## config.mk

```make
export PLATFORM = sky130hd
export DESIGN_NAME = regbus_split
export DESIGN_NICKNAME = d
export VERILOG_FILES = /design/src/rtl/regbus_split_pkg.sv /design/src/rtl/regbus_split_decode.sv /design/src/rtl/regbus_split_track.sv /design/src/rtl/regbus_split_route.sv /design/src/rtl/regbus_split.sv
export SDC_FILE = /design/constraint.sdc
export NUM_CORES = 1
export LEC_CHECK = 0
export ABC_CLOCK_PERIOD_IN_PS = 2450
export BUFFER_PORTS_ARGS = -buffer_cell sky130_fd_sc_hd__buf_2
export CORE_AREA = 2 2 136 138
export DETAILED_ROUTE_END_ITERATION = 8
export DIE_AREA = 0 0 138 140
export PLACE_DENSITY = 0.39
export SLEW_MARGIN = 10
export SYNTH_ARGS = -nofsm -noshare
export SYNTH_HDL_FRONTEND = slang
export SYNTH_SLANG_ARGS = --single-unit
```

## constraint.sdc

```tcl
create_clock -name clk -period 2.45 [get_ports clk]
set_clock_uncertainty 0.2 [all_clocks]
set_input_delay 0.245 -clock clk [delete_from_list [all_inputs] [get_ports clk]]
set_output_delay 0.245 -clock clk [all_outputs]
set_load 0.01 [all_outputs]
```

## src/rtl/regbus_split_pkg.sv

```systemverilog
package regbus_split_pkg;

    localparam int ADDR_W  = 16;
    localparam int DATA_W  = 32;
    localparam int MASKW_W = 5;

    typedef logic [ADDR_W-1:0]  addr_t;
    typedef logic [DATA_W-1:0]  data_t;
    typedef logic [MASKW_W-1:0] maskw_t;

    // handshake flags returned by a register target
    typedef struct packed {
        logic dataready;
        logic write_ack;
        logic no_more_data;
        logic unknown_addr;
    } reply_t;

    // address lies in the 2**mw window that starts at base
    function automatic logic in_window(addr_t a, addr_t base, maskw_t mw);
        return (a >> mw) == (base >> mw);
    endfunction

    function automatic logic reply_any(reply_t r);
        return r.dataready | r.write_ack | r.no_more_data | r.unknown_addr;
    endfunction

endpackage

```

## src/rtl/regbus_split_decode.sv

```systemverilog
module regbus_split_decode
    import regbus_split_pkg::*;
#(
    parameter int NPORT = 3,
    parameter int IDX_W = 2,
    parameter logic [NPORT-1:0][ADDR_W-1:0]  PORT_BASE = '0,
    parameter logic [NPORT-1:0][MASKW_W-1:0] PORT_MW   = '0
) (
    input  addr_t            addr,
    output logic [NPORT-1:0] hit_onehot,
    output logic [IDX_W-1:0] hit_idx,
    output logic             any_hit
);

    logic [NPORT-1:0] raw_hit;

    genvar g;
    for (g = 0; g < NPORT; g++) begin : g_win
        assign raw_hit[g] = in_window(addr, PORT_BASE[g], PORT_MW[g]);
    end

    // lowest index wins
    always_comb begin
        hit_idx = '0;
        for (int i = NPORT - 1; i >= 0; i--) begin
            if (raw_hit[i]) hit_idx = IDX_W'(i);
        end
    end

    assign hit_onehot = raw_hit & (~raw_hit + NPORT'(1));
    assign any_hit    = |raw_hit;

endmodule

```

## src/rtl/regbus_split_track.sv

```systemverilog
module regbus_split_track
    import regbus_split_pkg::*;
#(
    parameter int IDX_W = 2
) (
    input  logic             clk,
    input  logic             rst,
    input  logic             strobe,
    input  logic             any_hit,
    input  logic [IDX_W-1:0] hit_idx,
    input  reply_t           cur_reply,
    input  logic             up_timeout,
    output logic             pend_valid,
    output logic [IDX_W-1:0] pend_idx,
    output logic             nomatch_q
);

    logic done;
    assign done = reply_any(cur_reply) | up_timeout;

    always_ff @(posedge clk) begin
        if (rst) begin
            pend_valid <= 1'b0;
            pend_idx   <= '0;
            nomatch_q  <= 1'b0;
        end else if (strobe) begin
            pend_valid <= any_hit;
            pend_idx   <= hit_idx;
            nomatch_q  <= ~any_hit;
        end else begin
            nomatch_q  <= 1'b0;
            if (pend_valid && done) pend_valid <= 1'b0;
        end
    end

    // an open access keeps its owner while nothing closes it
    p_hold_owner_r7: assert property (@(posedge clk) disable iff (rst)
        pend_valid && !reply_any(cur_reply) && !up_timeout && !strobe
        |=> pend_valid && $stable(pend_idx));

    // an answer or a timeout closes the access
    p_close_r7: assert property (@(posedge clk) disable iff (rst)
        pend_valid && (reply_any(cur_reply) || up_timeout) && !strobe
        |=> !pend_valid);

endmodule

```

## src/rtl/regbus_split_route.sv

```systemverilog
module regbus_split_route
    import regbus_split_pkg::*;
#(
    parameter int NPORT = 3,
    parameter int IDX_W = 2
) (
    input  logic                         pend_valid,
    input  logic [IDX_W-1:0]             pend_idx,
    input  logic                         nomatch_q,
    input  logic                         up_timeout,
    input  reply_t [NPORT-1:0]           dn_reply,
    input  logic [NPORT-1:0][DATA_W-1:0] dn_rdata_v,
    output reply_t                       cur_reply,
    output data_t                        up_rdata,
    output logic                         up_unknown_addr,
    output logic [NPORT-1:0]             dn_timeout
);

    data_t cur_data;

    always_comb begin
        cur_reply = '0;
        cur_data  = '0;
        if (pend_valid) begin
            cur_reply = dn_reply[pend_idx];
            cur_data  = dn_rdata_v[pend_idx];
        end
    end

    assign up_rdata        = cur_reply.dataready ? cur_data : '0;
    assign up_unknown_addr = nomatch_q | cur_reply.unknown_addr;

    genvar g;
    for (g = 0; g < NPORT; g++) begin : g_tmo
        assign dn_timeout[g] = up_timeout & pend_valid & (pend_idx == IDX_W'(g));
    end

endmodule

```

## src/rtl/regbus_split.sv

```systemverilog
module regbus_split
    import regbus_split_pkg::*;
#(
    parameter int NPORT = 3,
    parameter logic [NPORT-1:0][ADDR_W-1:0]  PORT_BASE = {16'hA000, 16'h8000, 16'hA000},
    parameter logic [NPORT-1:0][MASKW_W-1:0] PORT_MW   = {5'd8, 5'd6, 5'd4}
) (
    input  logic                      clk,
    input  logic                      rst,
    input  logic                      up_rd,
    input  logic                      up_wr,
    input  logic [ADDR_W-1:0]         up_addr,
    input  logic [DATA_W-1:0]         up_wdata,
    input  logic                      up_timeout,
    output logic [DATA_W-1:0]         up_rdata,
    output logic                      up_dataready,
    output logic                      up_write_ack,
    output logic                      up_no_more_data,
    output logic                      up_unknown_addr,
    output logic [NPORT-1:0]          dn_rd,
    output logic [NPORT-1:0]          dn_wr,
    output logic [NPORT*ADDR_W-1:0]   dn_addr,
    output logic [NPORT*DATA_W-1:0]   dn_wdata,
    output logic [NPORT-1:0]          dn_timeout,
    input  logic [NPORT*DATA_W-1:0]   dn_rdata,
    input  logic [NPORT-1:0]          dn_dataready,
    input  logic [NPORT-1:0]          dn_write_ack,
    input  logic [NPORT-1:0]          dn_no_more_data,
    input  logic [NPORT-1:0]          dn_unknown_addr
);

    localparam int IDX_W = (NPORT > 1) ? $clog2(NPORT) : 1;

    logic                         strobe;
    logic [NPORT-1:0]             hit_onehot;
    logic [IDX_W-1:0]             hit_idx;
    logic                         any_hit;
    logic                         pend_valid;
    logic [IDX_W-1:0]             pend_idx;
    logic                         nomatch_q;
    reply_t                       cur_reply;
    reply_t [NPORT-1:0]           reply_v;
    logic [NPORT-1:0][DATA_W-1:0] rdata_v;

    assign strobe = up_rd | up_wr;

    regbus_split_decode #(
        .NPORT     (NPORT),
        .IDX_W     (IDX_W),
        .PORT_BASE (PORT_BASE),
        .PORT_MW   (PORT_MW)
    ) u_decode (
        .addr       (up_addr),
        .hit_onehot (hit_onehot),
        .hit_idx    (hit_idx),
        .any_hit    (any_hit)
    );

    genvar g;
    for (g = 0; g < NPORT; g++) begin : g_port
        logic fwd;
        assign fwd      = strobe & hit_onehot[g];
        assign dn_rd[g] = up_rd & hit_onehot[g];
        assign dn_wr[g] = up_wr & hit_onehot[g];
        assign dn_addr [g*ADDR_W +: ADDR_W] = fwd ? up_addr  : '0;
        assign dn_wdata[g*DATA_W +: DATA_W] = fwd ? up_wdata : '0;
        assign reply_v[g] = '{dataready:    dn_dataready[g],
                              write_ack:    dn_write_ack[g],
                              no_more_data: dn_no_more_data[g],
                              unknown_addr: dn_unknown_addr[g]};
        assign rdata_v[g] = dn_rdata[g*DATA_W +: DATA_W];
    end

    regbus_split_track #(
        .IDX_W (IDX_W)
    ) u_track (
        .clk        (clk),
        .rst        (rst),
        .strobe     (strobe),
        .any_hit    (any_hit),
        .hit_idx    (hit_idx),
        .cur_reply  (cur_reply),
        .up_timeout (up_timeout),
        .pend_valid (pend_valid),
        .pend_idx   (pend_idx),
        .nomatch_q  (nomatch_q)
    );

    regbus_split_route #(
        .NPORT (NPORT),
        .IDX_W (IDX_W)
    ) u_route (
        .pend_valid      (pend_valid),
        .pend_idx        (pend_idx),
        .nomatch_q       (nomatch_q),
        .up_timeout      (up_timeout),
        .dn_reply        (reply_v),
        .dn_rdata_v      (rdata_v),
        .cur_reply       (cur_reply),
        .up_rdata        (up_rdata),
        .up_unknown_addr (up_unknown_addr),
        .dn_timeout      (dn_timeout)
    );

    assign up_dataready    = cur_reply.dataready;
    assign up_write_ack    = cur_reply.write_ack;
    assign up_no_more_data = cur_reply.no_more_data;

    // a strobe never reaches more than one port
    p_one_target_r2: assert property (@(posedge clk) disable iff (rst)
        $onehot0(dn_rd | dn_wr));

    // an address outside every window is refused in the next cycle
    p_refuse_next_r4: assert property (@(posedge clk) disable iff (rst)
        strobe && (dn_rd == '0) && (dn_wr == '0) |=> up_unknown_addr);

    // with nothing outstanding the upstream side stays silent
    p_idle_silent_r6: assert property (@(posedge clk) disable iff (rst)
        !pend_valid && !nomatch_q
        |-> !(up_dataready || up_write_ack || up_no_more_data || up_unknown_addr));

    // read data is zero outside dataready
    p_rdata_quiet_r9: assert property (@(posedge clk) disable iff (rst)
        !up_dataready |-> up_rdata == '0);

endmodule

```

==> impl_metrics.csv <==
group,metric,value,unit
status,status,"complete, no violations",
layout,final_common_cell,"buf_2",
layout,nFillCells,2061,
worst_setup_path,critPathArrivalTime,1.90,ns
layout,nNetsFinal,827,
grt,antenna_found_initial,0,
layout,final-seq-area,82.6,sq um
floorplanning,dieArea,0.0193,sq mm
worst_setup_path,crit_buf_inv,4,
worst_setup_path,cp_cell_sequence,"buf_2 > or4b_4 > nor4_4 > buf_6 > and4_4 > buf_12 > and2_4 > buf_2",
clock_network,clk_pin_slew,0.03,ns
floorplanning,design.core.area,0.0178,sq mm
sta,fin_crit_sh,95.8,%
synthesis,synth_area,0.00231,sq mm
clock_network,cts.sinks,4,
clock_network,clk_latency,0.22,ns
placed_design,postPlaceCellArea,0.00408,sq mm
floorplanning,die_width,138,microns
synthesis,synth_cells,353,
grt,track_usage,11.8,%
layout,antenna_cells,0,
grt,grt-ovfl-total,0,
layout,area_growth,80.3,%
hold_path,hp-class,"in -> reg",
synthesis,syn_avg_cell_area,6.54,sq um
synthesis,yosysWarnings,0,
sta,rsz0062_at_grt,"no",
synthesis,synthArstFlopShare,0,%
layout,drive_above_1_share,54.7,%
synthesis,synth_flop_cell,"dfxtp_1",
sta,fmax,426,MHz
sta,finalSetupTns,0,ns
worst_setup_path,cp_slowest_cell,"or4b_4",
sta,drv_slew,0,
layout,post-route-cell-area,0.00416,sq mm
synthesis,synth_seq_area_share,3.47,%
power_and_ir_drop,leakage,2.52,nW
placed_design,gp_congestion,0.741,
floorplanning,start_util,13.0,%
placed_design,dpl.cell_count,890,
detailed_routing,vias,3422,
worst_setup_path,cp-end-kind,"output pin",
grt,grt_pass1_vias,3448,
floorplanning,die_h,140,microns
worst_setup_path,cp_common_cell,"buf_2",
synthesis,synth_largest_area_cell,"and2_1",
floorplanning,boundaryPins,350,
worst_setup_path,reg2reg_to,"u_track.pend_valid",
detailed_routing,routed_wl,12.6,mm
synthesis,synth-seq-cells,4,
floorplanning,rows,49,
power_and_ir_drop,power_density,134,mW/mm^2
synthesis,synth_top_cell_area_share,29.0,%
worst_setup_path,crit_type,"in -> out",
worst_setup_path,cp_max_fo,38,
worst_setup_path,reg2regPathDepth,5,
detailed_routing,route.detailed.drc,0,
synthesis,synth_area_leaders,"and2_1 (29%), mux2i_1 (16%), nor2_1 (12%)",
worst_setup_path,path_delay_family,"simple AND/OR/NAND/NOR gates",
synthesis,ys_types,35,
sta,fin_crit,2.35,ns
synthesis,synth_edf_count,0,
clock_network,tritoncts.num_buffers,3,
detailed_routing,avgViaCountPerCell,3.83,
layout,finalNonFillerCells,893,
power_and_ir_drop,ir_drop,0.000110,V
layout,final_cell_mix,"buf_2 (324), and2_1 (105), nor2_1 (71)",
clock_network,h-tree-depth,1,
sta,final-hold-violation-count,0,
worst_setup_path,r2r_setup_slack,0.43,ns
grt,grt_pass1_wl,18.5,mm
layout,multiInputGateArea,0.00192,sq mm
detailed_routing,routedWlPerCell,14.1,microns
sta,setup_viol_count_final,0,
worst_setup_path,r2r_start,"u_track.pend_idx[0]",
worst_setup_path,cp-start-kind,"primary input",
worst_setup_path,worst_path_largest_cell_delay,0.54,ns
detailed_routing,ant_nets,0,
placed_design,port_buffers,324,
worst_setup_path,crit_cells,8,
hold_path,holdPathStages,2,
grt,grt_max_degree,41,
clock_network,holdBufCountCts,0,
hold_path,min_from,"rst",
clock_network,cts_tree,"yes",
clock_network,clockBufferDepth,2,
worst_setup_path,cp_data_required_time,2.01,ns
hold_path,hold-path-endpoint,"u_track.pend_idx[0]",
placed_design,hpwl,10.7,mm
job,maxCapViolCount,0,
detailed_routing,drtIter0Drc,38,
detailed_routing,drt-pass1-iter-count,4,
clock_network,cts_root_buf,"clkbuf_16",
==> flip-flops by register name (all words and copies together), names as in the netlist <==
name,count
u_track.pend_idx,2
u_track.pend_valid,1
u_track.nomatch_q,1
==> where the power goes <==
group,switching (mW),internal [mW]
Sequential,0.000387,0.0668
Clock,0.0406,0.208
Combinational,0.119,0.124
==> worst max-delay path by stage <==
| stage | slack (ns) | from | to |
|---|---|---|---|
| detailed placement | 0.04 | up_addr[10] | dn_wdata[35] |
| finish | 0.10 | up_addr[10] | dn_wdata[85] |
| CTS | 0.03 | up_addr[10] | dn_wdata[35] |
| floorplan | 0.28 | up_addr[10] | dn_wdata[87] |
| global route | 0.01 | up_addr[10] | dn_wdata[82] |
| global placement | 0.02 | up_addr[10] | dn_wdata[35] |
==> synthesized netlist by cell type (2+ instances only) <==
master and instances:
nor3_1 3, a21oi_1 35, o21ai_0 3, nand2_1 4, buf_6 12, and3_2 4
clkbuf_1 7, buf_1 3, nor2_1 71, buf_2 4, inv_1 5, dfxtp_1 4
nor2_8 2, buf_4 25, nor4_1 2, and2_2 8, nor2b_1 2, mux2i_1 36
and2_1 107
==> cell families after synthesis <==
kind of cell | after synthesis | synth area share [%]
AOI/OAI and AO/OA | 43 | 10.0
and+or+nand+nor | 212 | 53.1
DFF | 4 | 3.47
muxes | 36 | 15.6
other | 1 | 0.163
buffers and inverters | 57 | 17.6
==> per-layer routing <==
| metal | share of wire [%] | vias to the layer above | global-route usage (%) |
|---|---|---|---|
| met5 | 0 | - | 0 |
| met1 | 39 | 1497 | 13.4 |
| met2 | 50 | 208 | 22.0 |
| met3 | 11 | 4 | 4.31 |
| li1 | - | 1713 | - |
| met4 | 0.39 | 0 | 0.967 |
==> worst reg2reg max path: stages (launching register included) <==
cell     delay (ns)
dfxtp_2        0.49
buf_12         0.27
mux2i_1        0.38
a21oi_1        0.15
nor4_1         0.30
o21ba_1        0.17
==> per-stage QoR <==
stage                     util [%]  power, mW  setup WS [ns]  hold slack, ns
after global placement        22.9      0.312         0.0246           0.259
after global routing          23.4      0.601         0.0102          0.0425
after CTS                     23.3      0.567         0.0281          0.0353
final                         23.4      0.559          0.102          0.0321
after detailed placement      22.9      0.314         0.0390           0.263
after floorplan                  -      0.173          0.277           0.117
==> timing repair <==
action	CTS	global route
resized for setup	0	3
buffers inserted	0	0
endpoints found under the setup margin	0	34
hold endpoints to repair	0	0
==> final cells by class <==
type / count / area share, %
Multi-Input combinational cell: 316 / 46.1
Inverter: 5 / 0.451
Sequential cell: 4 / 1.99
Timing Repair Buffer: 336 / 42.7
Clock buffer: 3 / 1.81
Tap cell: 229 / 6.89
Note: power is estimated with default switching activity, not from simulation.
